===== config.mk =====
export PLATFORM = sky130hd
export DESIGN_NAME = safety_mode_ctrl
export DESIGN_NICKNAME = d
export VERILOG_FILES = /design/src/rtl/smc_pkg.sv /design/src/rtl/smc_tick_sup.sv /design/src/rtl/smc_ms_timer.sv /design/src/rtl/smc_fsm.sv /design/src/rtl/smc_out_gate.sv /design/src/rtl/safety_mode_ctrl.sv
export SDC_FILE = /design/constraint.sdc
export NUM_CORES = 1
export LEC_CHECK = 0
export BUFFER_PORTS_ARGS = -buffer_cell sky130_fd_sc_hd__buf_2
export CORE_MARGIN = 2
export CORE_UTILIZATION = 58
export CTS_BUF_LIST = sky130_fd_sc_hd__clkbuf_16
export DETAILED_ROUTE_END_ITERATION = 10
export MAX_ROUTING_LAYER = met4
export PLACE_DENSITY_LB_ADDON = 0.1
export SLEW_MARGIN = 20
export SYNTH_ARGS = -nofsm -noshare
export SYNTH_HDL_FRONTEND = slang
export SYNTH_SLANG_ARGS = --single-unit

===== constraint.sdc =====
create_clock -name clk -period 3.3 [get_ports clk]
set_clock_uncertainty 0.15 [all_clocks]
set_input_delay 0.99 -clock clk [delete_from_list [all_inputs] [get_ports clk]]
set_output_delay 0.99 -clock clk [all_outputs]
set_load 0.1 [all_outputs]

===== src/rtl/smc_pkg.sv =====
package smc_pkg;
  typedef enum logic [2:0] {
    M_START  = 3'd0,
    M_UNCONF = 3'd1,
    M_RUN    = 3'd2,
    M_CFG    = 3'd3,
    M_UPG    = 3'd4,
    M_FATAL  = 3'd7
  } mode_e;
endpackage


===== src/rtl/smc_tick_sup.sv =====
// Watches the millisecond time base; flags a fault when it goes silent.
module smc_tick_sup #(
  parameter int TICK_MAX_CLK = 60000
) (
  input  logic clk,
  input  logic rst,
  input  logic tick_i,
  output logic fault_o
);
  localparam int W = $clog2(TICK_MAX_CLK + 1);
  localparam logic [W-1:0] LIM = TICK_MAX_CLK[W-1:0];

  logic [W-1:0] gap_q;

  always_ff @(posedge clk) begin
    if (rst) begin
      gap_q <= '0;
    end else if (tick_i) begin
      gap_q <= '0;
    end else if (gap_q != LIM) begin
      gap_q <= gap_q + 1'b1;
    end
  end

  assign fault_o = (gap_q == LIM);
endmodule


===== src/rtl/smc_ms_timer.sv =====
// Counts millisecond ticks while run_i is high; clears when it is low.
module smc_ms_timer #(
  parameter int LIMIT = 10
) (
  input  logic clk,
  input  logic rst,
  input  logic run_i,
  input  logic tick_i,
  output logic done_o
);
  localparam int W = $clog2(LIMIT + 1);
  localparam logic [W-1:0] LIM = LIMIT[W-1:0];

  logic [W-1:0] cnt_q;

  always_ff @(posedge clk) begin
    if (rst || !run_i) begin
      cnt_q <= '0;
    end else if (tick_i && cnt_q != LIM) begin
      cnt_q <= cnt_q + 1'b1;
    end
  end

  assign done_o = (cnt_q == LIM);
endmodule


===== src/rtl/smc_fsm.sv =====
// Mode sequencing, configuration verdict and configuration validity.
module smc_fsm
  import smc_pkg::*;
(
  input  logic  clk,
  input  logic  rst,
  input  logic  cfg_req_i,
  input  logic  cfg_pw_ok_i,
  input  logic  cfg_crc_ok_i,
  input  logic  upg_req_i,
  input  logic  int_fault_i,
  input  logic  tick_fault_i,
  input  logic  st_done_i,
  input  logic  cfg_to_i,
  output mode_e mode_d_o,
  output mode_e mode_q_o,
  output logic  accept_o,
  output logic  reject_o
);
  mode_e mode_q, mode_d;
  logic  cfg_req_q;
  logic  valid_q, valid_d;
  logic  acc_d, rej_d;
  logic  cfg_rise, cfg_fall, fatal;

  assign cfg_rise = cfg_req_i & ~cfg_req_q;
  assign cfg_fall = ~cfg_req_i & cfg_req_q;
  assign fatal    = int_fault_i | tick_fault_i;

  always_comb begin
    mode_d  = mode_q;
    valid_d = valid_q;
    acc_d   = 1'b0;
    rej_d   = 1'b0;
    if (mode_q != M_FATAL && fatal) begin
      mode_d = M_FATAL;
      if (mode_q == M_CFG) begin
        rej_d   = 1'b1;
        valid_d = 1'b0;
      end
    end else begin
      case (mode_q)
        M_START: begin
          if (upg_req_i)      mode_d = M_UPG;
          else if (st_done_i) mode_d = valid_q ? M_RUN : M_UNCONF;
        end
        M_UNCONF, M_RUN: begin
          if (upg_req_i)     mode_d = M_UPG;
          else if (cfg_rise) mode_d = M_CFG;
        end
        M_CFG: begin
          if (cfg_fall) begin
            if (cfg_pw_ok_i && cfg_crc_ok_i) begin
              acc_d   = 1'b1;
              valid_d = 1'b1;
              mode_d  = M_START;
            end else begin
              rej_d   = 1'b1;
              valid_d = 1'b0;
              mode_d  = M_UNCONF;
            end
          end else if (cfg_to_i) begin
            rej_d   = 1'b1;
            valid_d = 1'b0;
            mode_d  = M_UNCONF;
          end
        end
        M_UPG: begin
          if (!upg_req_i) mode_d = M_START;
        end
        default: mode_d = M_FATAL;
      endcase
    end
  end

  always_ff @(posedge clk) begin
    if (rst) begin
      mode_q    <= M_START;
      cfg_req_q <= 1'b0;
      valid_q   <= 1'b0;
      accept_o  <= 1'b0;
      reject_o  <= 1'b0;
    end else begin
      mode_q    <= mode_d;
      cfg_req_q <= cfg_req_i;
      valid_q   <= valid_d;
      accept_o  <= acc_d;
      reject_o  <= rej_d;
    end
  end

  assign mode_d_o = mode_d;
  assign mode_q_o = mode_q;
endmodule


===== src/rtl/smc_out_gate.sv =====
// Per-output gating, registered from the next-cycle mode.
module smc_out_gate
  import smc_pkg::*;
#(
  parameter int N_OUT = 8
) (
  input  logic             clk,
  input  logic             rst,
  input  mode_e            mode_d_i,
  input  logic [N_OUT-1:0] user_i,
  input  logic [N_OUT-1:0] ext_fault_i,
  input  logic [N_OUT-1:0] dss_off_i,
  output logic [N_OUT-1:0] out_o,
  output logic [N_OUT-1:0] off_o
);
  logic run;
  assign run = (mode_d_i == M_RUN);

  for (genvar i = 0; i < N_OUT; i++) begin : g_ch
    always_ff @(posedge clk) begin
      if (rst) begin
        out_o[i] <= 1'b0;
        off_o[i] <= 1'b0;
      end else begin
        out_o[i] <= run & ~ext_fault_i[i] & user_i[i];
        off_o[i] <= run & ext_fault_i[i] & dss_off_i[i];
      end
    end
  end
endmodule


===== src/rtl/safety_mode_ctrl.sv =====
module safety_mode_ctrl
  import smc_pkg::*;
#(
  parameter int N_OUT        = 8,
  parameter int ST_MS        = 10,
  parameter int CFG_MAX_MS   = 30000,
  parameter int TICK_MAX_CLK = 60000
) (
  input  logic             clk,
  input  logic             rst,
  input  logic             ms_tick_i,
  input  logic             cfg_req_i,
  input  logic             cfg_pw_ok_i,
  input  logic             cfg_crc_ok_i,
  input  logic             upg_req_i,
  input  logic             int_fault_i,
  input  logic [N_OUT-1:0] ext_fault_i,
  input  logic [N_OUT-1:0] dss_off_sel_i,
  input  logic [N_OUT-1:0] user_out_i,
  output logic [N_OUT-1:0] out_o,
  output logic [N_OUT-1:0] off_en_o,
  output logic [2:0]       mode_o,
  output logic             cfg_accept_o,
  output logic             cfg_reject_o
);
  mode_e mode_d, mode_q;
  logic  tick_fault, st_done, cfg_to;

  smc_tick_sup #(.TICK_MAX_CLK(TICK_MAX_CLK)) tick_sup_i (
    .clk(clk), .rst(rst), .tick_i(ms_tick_i), .fault_o(tick_fault)
  );

  smc_ms_timer #(.LIMIT(ST_MS)) st_tmr_i (
    .clk(clk), .rst(rst), .run_i(mode_q == M_START),
    .tick_i(ms_tick_i), .done_o(st_done)
  );

  smc_ms_timer #(.LIMIT(CFG_MAX_MS)) cfg_tmr_i (
    .clk(clk), .rst(rst), .run_i(mode_q == M_CFG),
    .tick_i(ms_tick_i), .done_o(cfg_to)
  );

  smc_fsm fsm_i (
    .clk(clk), .rst(rst),
    .cfg_req_i(cfg_req_i), .cfg_pw_ok_i(cfg_pw_ok_i), .cfg_crc_ok_i(cfg_crc_ok_i),
    .upg_req_i(upg_req_i), .int_fault_i(int_fault_i), .tick_fault_i(tick_fault),
    .st_done_i(st_done), .cfg_to_i(cfg_to),
    .mode_d_o(mode_d), .mode_q_o(mode_q),
    .accept_o(cfg_accept_o), .reject_o(cfg_reject_o)
  );

  smc_out_gate #(.N_OUT(N_OUT)) gate_i (
    .clk(clk), .rst(rst), .mode_d_i(mode_d),
    .user_i(user_out_i), .ext_fault_i(ext_fault_i), .dss_off_i(dss_off_sel_i),
    .out_o(out_o), .off_o(off_en_o)
  );

  assign mode_o = mode_q;
endmodule


Word-level counts from Yosys, hierarchy flattened
Index checks and enable logic that the tools add are counted.

Register bits: 58. Bits in latches: 0. RAM bits: 0. Bits in read-only memories: 0. Memories kept: 0.

Add/subtract/negate cells: 3. Multiply operators: 0. Divide/modulo/power cells: 0. $lt $le $gt $ge: 0. Eq/ne operators: 12. Shift-type cells: 0. Muxes and demuxes: 23. Bitwise operators: 47. Reduce and logical (&&, ||, !) cells: 14.

Operators by type and width (number): $and A1 B1 Y1 (34); $mux W3 (8); $add A16 B1 Y16 const B (1); $eq A16 B16 Y1 const B (1); $ne A16 B16 Y1 const B (1); $add A15 B1 Y15 const B (1); $eq A15 B15 Y1 const B (1); $ne A15 B15 Y1 const B (1); $mux W1 (13); $not A1 Y1 (12); $pmux W3 S4 (1); $eq A3 B2 Y1 const B (3); $add A4 B1 Y4 const B (1); $eq A4 B4 Y1 const B (1); $logic_and A1 B1 Y1 (4); $ne A4 B4 Y1 const B (1); $reduce_or A2 Y1 (2); $reduce_or A4 Y1 (1); $eq A3 B1 Y1 const B (1); $eq A3 B3 Y1 const B (1); $logic_not A3 Y1 (1); $ne A3 B3 Y1 const B (1); $reduce_bool A3 Y1 (1); $logic_not A1 Y1 (2); other kinds (4) (5).

Logic depth before layout (Yosys ltp)
Gate-level depths: netlist of the first run.

Word-level depth: 9. Depth in mapped cells: 7. Mapped depth without buffers: 6.

Modules after synthesis
Synthesis of the first run repeated with hierarchy kept, for this count alone.

Cell total of the unflattened synthesis: 274. Area total of the unflattened synthesis: 2636.3 µm².

By module, submodules not included: smc_ms_timer at cfg_tmr_i (instances 1, cells an instance 86, area each 759.5 µm²); smc_tick_sup (instances 1, cells an instance 81, area each 759.5 µm²); smc_out_gate (instances 1, cells an instance 35, area each 459.2 µm²); smc_fsm (instances 1, cells an instance 47, area each 425.4 µm²); smc_ms_timer at st_tmr_i (instances 1, cells an instance 23, area each 219.0 µm²); safety_mode_ctrl (instances 1, cells an instance 2, area each 13.8 µm²).

Least setup slack after synthesis of the first run
OpenSTA, ideal clock, no wires.

Path type: flip-flop to flip-flop. Start point: reg fsm_i.mode_q[1], in the netlist fsm_i.mode_q_o[1]. End point: reg cfg_tmr_i.cnt_q[5]. Setup time: 0.059 ns. Data arrival time: 2.352 ns. Slack: 0.739 ns. Stages on the path, launching flop included: 7. Buffers on the path: 2. Period minus slack after synthesis: 2.561 ns. Cell sequence: dfxtp_1 clkbuf_2 nand3b_2 or2_2 clkbuf_1 or4_1 nand2_1.

Cells in the longest elaborated chain, start to end: 3.

RTL lines: start, declared (line smc_fsm.sv:20) `mode_e mode_q, mode_d;`; start signal, assigned (line smc_fsm.sv:84) `mode_q <= mode_d;`; $eq A3 B2 Y1 (line safety_mode_ctrl.sv:39) `.clk(clk), .rst(rst), .run_i(mode_q == M_CFG),`; $logic_not A1 Y1 (line smc_ms_timer.sv:17) `if (rst || !run_i) begin`; $logic_or A1 B1 Y1 (line smc_ms_timer.sv:17); end signal, assigned (line smc_ms_timer.sv:20) `cnt_q <= cnt_q + 1'b1;`; end, declared (line smc_ms_timer.sv:14) `logic [W-1:0] cnt_q;`.

No other way between the ends. A chain may end at the register's enable or synchronous reset.

Worst setup path in the final report of the first run
Start point: reg fsm_i.mode_q[1], in the netlist fsm_i.mode_q_o[1]. End point: out mode_o[1].

RTL lines: end, declared (line safety_mode_ctrl.sv:22) `output logic [2:0] mode_o,`.

No word-level cell between the ends.

==> results of run 1 <==
-- placed cells by master, fill, tap and decap left out, types with 2 or more instances in the layout --
master / instances
dfxtp_1: 58
buf_2: 52
nor2_1: 37
nand2_1: 26
nor4_1: 22
nand3_1: 13
inv_1: 11
xnor2_1: 11
nand3b_1: 10
xor2_1: 10
o21ai_0: 9
a21oi_1: 9
clkbuf_16: 9
or3_1: 8
ha_1: 6
nand4_1: 5
and4_1: 4
nor2b_1: 3
and3_1: 3
and2_1: 3
or4_1: 3
mux2i_1: 3
clkinv_2: 3
nor4b_1: 2
nand2b_1: 2
a41oi_1: 2
a31oi_1: 2
or2_2: 2
nor3_1: 2
o211ai_1: 2
clkinv_1: 2
-- sequential cells by signal, summed over array words and instances, names as in the netlist, 3 cells and up --
register and cells:
cfg_tmr_i.cnt_q 15, gate_i.out_o 8, st_tmr_i.cnt_q 4, tick_sup_i.gap_q 16, fsm_i.mode_q_o 3, gate_i.off_o 8
-- power groups by stage --
| stage | clock, mW | sequential, mW | combinational (mW) |
|---|---|---|---|
| floorplan | 0 | 0.768 | 0.0701 |
| global placement | 0 | 0.735 | 0.138 |
| detailed placement | 0 | 0.735 | 0.139 |
| CTS | 0.792 | 0.721 | 0.141 |
| global route | 0.822 | 0.722 | 0.154 |
| finish | 0.781 | 0.722 | 0.141 |
-- cell usage after synthesis (2+ instances only) --
library cell  count
nand4_1           5
nor2_1           37
nand2b_1          2
nor4_1           22
o211ai_1          2
inv_1            10
buf_4             4
nor2b_1           3
nand2_1          26
nand3b_1         10
nor3_1            2
a31oi_1           2
or3_1             8
nand3_1          13
ha_1              6
and2_1            3
or4_1             3
or2_2             2
xnor2_1          11
clkbuf_1          7
and3_1            3
xor2_1           10
a21oi_1           9
o21ai_0           9
dfxtp_1          58
a41oi_1           2
and4_1            4
nor4b_1           2
mux2i_1           3
-- logic make-up after synthesis --
family,count (synthesis)
XOR/XNOR,21
AO/OA/AOI/OAI,34
flip-flops,58
buffers and inverters,22
AND/OR/NAND/NOR,156
adder cells (fa/ha/maj),6
multiplexers,3
-- metal layers --
metal | vias to the layer above | global-route usage [%]
met3 | 12 | 4.923
met5 | - | -
met1 | 1087 | 29.53
met2 | 45 | 37.04
li1 | 1183 | -
met4 | 0 | 12.37
-- final cells by class --
class | count | area, sq um | area share, %
Clock inverter | 6 | 26.28 | 0.8242
Sequential cell | 58 | 1161 | 36.42
Multi-Input combinational cell | 220 | 1405 | 44.07
Clock buffer | 9 | 225.2 | 7.064
Tap cell | 52 | 65.06 | 2.041
Inverter | 10 | 37.54 | 1.177
Timing Repair Buffer | 53 | 267.8 | 8.399
-- worst max path at each step --
stage / to / slack [ps] / cells past startpoint
finish: mode_o[1] / 830 / 1
CTS: fsm_i.mode_q_o[0] / 760 / 5
floorplan: cfg_tmr_i.cnt_q[5] / 740 / 6
global route: mode_o[0] / 780 / 1
global placement: fsm_i.mode_q_o[0] / 520 / 5
detailed placement: gate_i.off_o[3] / 440 / 5
-- through the flow --
step	std cells	power, mW	area [sq um]	setup slack, ps
global placement	393	0.8730	2930	519.1
floorplan	300	0.8385	2659	738.6
finish	408	1.644	3188	830.0
global route	408	1.698	3188	782.2
detailed placement	393	0.8743	2930	435.8
CTS	408	1.654	3182	759.4
==> reports/results.ini, run 1 <==
[place]
dp_hpwl_mm=3.908
portBuffers=52
place.gp.congestion=0.8315

[clocking]
clkTransAtPathRegs_ps=50
htree_levels=3
clkSinkCount=58
cts_max_path_buffers=2
hold_buffers=0
cts-root-buf=clkbuf_16
cts_tree=yes
clk_latency_ps=320
postCtsSetupBuffers=0
cts_made_buffers=9
cts_resized=0

[synth]
syn_area_sq_um=2659
synth_xor_area_share_pct=6.918
syn-num-nets=338
ys_warn_count=0
synth-simple-area-share_pct=33.13
synth_edf_count=0
synth_top_family_by_area=simple AND/OR/NAND/NOR gates
synth_mux_area_share_pct=1.129
async_flop_share_pct=0
synth_compound_area_share_pct=8.612
synth-seq-area-share_pct=43.67
yosysTopAreaCellShare_pct=43.67
syn_inst=300
synthAdderAreaFrac_pct=2.824
syn-mean-instance-area_sq_um=8.863
yosys_register_bits=58
ys_types=51
synth_area_leaders=dfxtp_1 (44%), nor2_1 (5.2%), nor4_1 (5.2%)
synthFlopType=dfxtp_1
yosys.area.top_type=dfxtp_1

[power]
power.net_switching_uw=402.1
comb_power_share_pct=8.6
swShare_pct=24.45
ir_drop_v=0.0004223
leakage_nw=1.214
intPower_mw=1.242
pwr-share-clk_pct=47.5
pwr-share-seq_pct=43.9
pwr_density_cell_nw_per_um2=515.8

[timing]
post-route-period-util_pct=74.85
drv_slew=0
maxSlewHeadroom_pct=53.14
timing.fmax_mhz=404.9
worst_pin_slew_ps=698.7
hold_slack_ps=326.2
setup_viol=0
tns_ps=0
final-hold-violation-count=0
rsz0062_at_grt=no
fin_crit_ps=2470

[worst_setup_path]
cpMaxStageDelayCell=dfxtp_1
max_stage_delay_ps=510
crit_fanout=10
r2r-start=st_tmr_i.cnt_q[0]
worstPathCellList=buf_2
cp-start-kind=flip-flop
crit_type=flip-flop to primary output
critPathLaunch=fsm_i.mode_q_o[1]
cp_num_buf_inv=1
endpoint_kind=primary output
r2r_cells=6
worstPathRequired_ps=2160
r2r-end=fsm_i.mode_q_o[0]
reg2reg_setup_slack_ps=1170
cp.arrival_ps=1330
cp_top_family=flip-flops

[hold_path]
min_path_type=flip-flop to flip-flop
hold_path_startpoint=cfg_tmr_i.cnt_q[14]
hold_end=cfg_tmr_i.cnt_q[14]
hold_depth=2

[die]
die-area_sq_um=5142
dieHeight_um=71.71
num_rows=24
core_sq_um=4384
ios=53
start_util_pct=60.64
die_w_um=71.71

[global_routing]
grt_use_total_pct=23.94
overflow=0
grt_pass1_wl_mm=9.287
grt_max_degree=27
first_global_vias=2077
antenna_found_initial=0

[routing]
dr_wl_met3_um=239
highest_layer=met4
wl_met2_mm=2.803
drtIter0Drc=84
via_per_inst=5.703
ant_nets=0
wl_met1_mm=2.639
post_drt_wl_per_cell_um=14.08
wl_mm=5.745
dr.pass1.iters=4
drcViolationCount=0
vias=2327

[finish]
n_fill_cell=353
nets=390
area_growth_pct=19.91
drive_above_1_share_pct=21.63
final_util_pct=72.72
insertedDiodeCount=0

[flow_run]
cap_violations=0

[run_status]
status=completed

Power figures use the tool's default switching activity.
==> inputs of run 2 (changes only) <==
Settings changed: CORE_UTILIZATION 58 to 54.
Clock period 3.3 ns to 2.4 ns, I/O delays scaled along.
==> reports/results.ini, run 2 (same netlist as run 1, synthesis figures left out) <==
[power]
comb_power_share_pct=8.3
ir_drop_v=0.0004502
pwr-share-seq_pct=42.0
swShare_pct=23.18
leakage_nw=1.234
intPower_mw=1.817
pwr_density_cell_nw_per_um2=727.7
power.net_switching_uw=548.0
pwr-share-clk_pct=49.7

[routing]
drtIter0Drc=84
via_per_inst=5.453
wl_mm=5.719
ant_nets=0
post_drt_wl_per_cell_um=13.42
drcViolationCount=0
dr.pass1.iters=4
vias=2323

[timing]
timing.fmax_mhz=480.0
drv_slew=0
fin_crit_ps=2083
maxSlewHeadroom_pct=56.19
setup_viol=0
post-route-period-util_pct=86.81
rsz0062_at_grt=no
final-hold-violation-count=0
worst_pin_slew_ps=657.0
tns_ps=0

[finish]
final_area_sq_um=3249
largest_reg_flops=16
regMostFlops=tick_sup_i.gap_q
nets=393
final_util_pct=68.79
insertedDiodeCount=0
drive_above_1_share_pct=22.28
reg.largest.list=tick_sup_i.gap_q x16, cfg_tmr_i.cnt_q x15
final_common_cell=dfxtp_1
area_growth_pct=22.21
layout_common_cells=dfxtp_1 (56), buf_2 (52), nor2_1 (37), nand2_1 (26), nor4_1 (22)

[place]
place.gp.congestion=0.8264
dp_hpwl_mm=3.938
portBuffers=52
placed_cell_area_sq_um=2974

[worst_setup_path]
worstPathRequired_ps=1530
crit_fanout=7
cp-start-kind=flip-flop
cpMaxStageDelayCell=buf_2
worstPathCellList=buf_2
cp_top_family=buffers and inverters
r2r_cells=6
cp.arrival_ps=1210
cp_num_buf_inv=1
reg2reg_setup_slack_ps=380
r2r-start=tick_sup_i.gap_q[0]
max_stage_delay_ps=470
crit_type=flip-flop to primary output
endpoint_kind=primary output
r2r-end=gate_i.off_o[0]

[hold_path]
hold_depth=2
min_path_type=flip-flop to flip-flop
hold_path_startpoint=tick_sup_i.gap_q[15]
hold_end=tick_sup_i.gap_q[15]

[global_routing]
grt_use_total_pct=24.13
use_met1_pct=27.90
overflow=0
antenna_found_initial=0
grt.met2_usage_pct=38.69
first_global_vias=2238
use_met3_pct=8.401
grt_pass1_wl_mm=9.818
grt_max_degree=26
busiest_layer=met2

[clocking]
hold_buffers=0
cts_tree=yes
htree_levels=3
cts_resized=0
cts-root-buf=clkbuf_16
cts_max_path_buffers=2
clkTransAtPathRegs_ps=50
clkSinkCount=58
clk_latency_ps=320
cts_made_buffers=9
postCtsSetupBuffers=0

[die]
die_w_um=74.17
start_util_pct=56.29
ios=53
die-area_sq_um=5501
num_rows=25
core_sq_um=4723
dieHeight_um=74.17

[run_status]
status=completed

[flow_run]
cap_violations=0

## run 2: power groups by stage
stage,Combinational [mW],Sequential (mW),Clock (mW)
finish,0.197,0.992,1.17
CTS,0.197,0.992,1.20
global placement,0.194,1.01,0
global route,0.216,0.994,1.24
detailed placement,0.197,1.01,0
floorplan,0.0962,1.06,0
## run 2: metal layers
metal / wire length, um / share of wire, % / vias to the layer above
met4: 64 / 1.1 / 0
met2: 2870 / 50 / 60
met1: 2526 / 44 / 1070
met3: 257 / 4.5 / 4
li1: - / - / 1189
met5: 0 / 0 / -
## run 2: worst max path at each step
stage                                  start            endpoint  slack, ps  cells past startpoint
after detailed placement           cfg_req_i     gate_i.off_o[0]        230                      6
after global placement             cfg_req_i     gate_i.off_o[0]        230                      6
final                      fsm_i.mode_q_o[2]           mode_o[2]        320                      1
after CTS                  fsm_i.mode_q_o[2]           mode_o[2]        300                      1
after global routing      cfg_tmr_i.cnt_q[0]     gate_i.off_o[3]        190                      7
after floorplan            fsm_i.mode_q_o[2]  cfg_tmr_i.cnt_q[5]        140                      5
## run 2: final cells by class
| class | instances | area, sq um |
|---|---|---|
| Fill cell | 393 | 1474 |
| Multi-Input combinational cell | 220 | 1399 |
| Sequential cell | 58 | 1164 |
| Timing Repair Buffer | 56 | 290.3 |
| Clock buffer | 9 | 225.2 |
| Tap cell | 67 | 83.83 |
| Clock inverter | 6 | 50.05 |
| Inverter | 10 | 37.54 |
## run 2: metrics by stage
step	power (mW)	setup slack [ps]	hold slack [ps]	cells
2_1_floorplan	1.154	136.2	291.8	300
3_3_place_gp	1.205	230.3	309.6	411
3_5_place_dp	1.207	226.9	319.4	411
4_1_cts	2.385	301.3	331.1	426
5_1_grt	2.447	187.8	363.1	426
6_report	2.365	316.6	332.7	426
==> inputs of run 3 (changes only) <==
Settings changed: CORE_MARGIN 2 to 8.
==> reports/results.ini, run 3 (same netlist as run 1, synthesis figures left out) <==
[finish]
nets=393
reg.largest.list=tick_sup_i.gap_q x16, cfg_tmr_i.cnt_q x15
regMostFlops=tick_sup_i.gap_q
layout_common_cells=dfxtp_1 (56), buf_2 (52), nor2_1 (37), nand2_1 (26), nor4_1 (22)
largest_reg_flops=16
final_common_cell=dfxtp_1
final_cells=427
insertedDiodeCount=0
drive_above_1_share_pct=22.22
area_growth_pct=21.41

[timing]
drv_slew=0
fin_crit_ps=2081
maxSlewHeadroom_pct=56.24
tns_ps=0
final-hold-violation-count=0
timing.fmax_mhz=480.6
setup_viol=0
rsz0062_at_grt=no
worst_pin_slew_ps=656.3
post-route-period-util_pct=86.70

[power]
pwr_density_cell_nw_per_um2=701.1
power.net_switching_uw=551.7
swShare_pct=24.38
pwr-share-clk_pct=47.4
leakage_nw=1.229
ir_drop_v=0.0005181
comb_power_share_pct=8.7
pwr-share-seq_pct=43.9
intPower_mw=1.712

[global_routing]
grt_pass1_wl_mm=10.07
grt_use_total_pct=17.42
antenna_found_initial=0
overflow=0
first_global_vias=2334
grt_max_degree=26

[clocking]
clkSinkCount=58
hold_buffers=0
cts_max_path_buffers=2
cts_resized=0
clk_latency_ps=320
clkTransAtPathRegs_ps=50
cts_made_buffers=9
cts-root-buf=clkbuf_16
cts_tree=yes
postCtsSetupBuffers=0
htree_levels=3

[worst_setup_path]
cp-start-kind=flip-flop
r2r_cells=7
crit_type=flip-flop to primary output
cp_top_family=buffers and inverters
worstPathCellList=buf_2
r2r-end=gate_i.off_o[0]
worstPathRequired_ps=1530
cpMaxStageDelayCell=buf_2
crit_fanout=10
r2r-start=cfg_tmr_i.cnt_q[0]
cp.depth=1
reg2reg_setup_slack_ps=410
endpoint_kind=primary output
max_stage_delay_ps=470
cp_num_buf_inv=1
cp.arrival_ps=1210

[die]
ios=53
num_rows=25
die_w_um=86.17
die-area_sq_um=7425
core_sq_um=4723
dieHeight_um=86.17
start_util_pct=56.29

[place]
dp_hpwl_mm=4.294
dp.cells=411
portBuffers=52
place.gp.congestion=0.8778

[routing]
wl_mm=6.015
vias=2304
post_drt_wl_per_cell_um=14.09
ant_nets=0
via_per_inst=5.396
dr.pass1.iters=4
drtIter0Drc=121
drcViolationCount=0

[run_status]
status=completed

[hold_path]
hold_path_startpoint=cfg_tmr_i.cnt_q[14]
hold_depth=2
hold_end=cfg_tmr_i.cnt_q[14]
min_path_type=flip-flop to flip-flop

[flow_run]
cap_violations=0

[run 3: routing by layer]
layer  global-route usage [%]  routed length, um  vias up
li1                         -                  -     1180
met1                    18.01               2630     1067
met2                    29.11               2981       45
met3                    6.238                266       12
met4                    8.138                138        0
met5                        -                  0        -
[run 3: area by class of cell]
cell class / instances / area, sq um
multi-input combinational: 220 / 1399
tap: 67 / 83.83
inverter: 10 / 37.54
timing repair buffer: 56 / 290.3
clock inverter: 7 / 28.78
fill: 401 / 1495
clock buffer: 9 / 225.2
sequential: 58 / 1164
[run 3: power groups by stage]
stage / logic (mW) / clock network [mW] / registers, mW
2_1_floorplan: 0.0962 / 0 / 1.06
3_3_place_gp: 0.195 / 0 / 1.01
3_5_place_dp: 0.196 / 0 / 1.01
4_1_cts: 0.198 / 1.09 / 0.992
5_1_grt: 0.213 / 1.14 / 0.994
6_report: 0.197 / 1.07 / 0.993
[run 3: per-stage QoR]
stage / power (mW) / utilization, % / hold WS (ps) / cell area, sq um / worst slack, ps
3_3_place_gp: 1.206 / 62.97 / 308.0 / 2974 / 243.6
6_report: 2.263 / 68.34 / 326.2 / 3228 / 319.1
4_1_cts: 2.276 / 68.34 / 324.2 / 3228 / 315.0
3_5_place_dp: 1.207 / 62.97 / 309.1 / 2974 / 188.0
2_1_floorplan: 1.154 / - / 291.8 / 2661 / 136.2
5_1_grt: 2.345 / 68.34 / 346.8 / 3228 / 252.7
[run 3: worst max-delay path by stage]
stage / startpoint / to
floorplan: fsm_i.mode_q_o[2] / cfg_tmr_i.cnt_q[5]
global placement: cfg_req_i / gate_i.off_o[7]
detailed placement: ms_tick_i / cfg_tmr_i.cnt_q[14]
CTS: fsm_i.mode_q_o[2] / mode_o[2]
global route: cfg_tmr_i.cnt_q[0] / gate_i.out_o[3]
finish: fsm_i.mode_q_o[1] / mode_o[1]
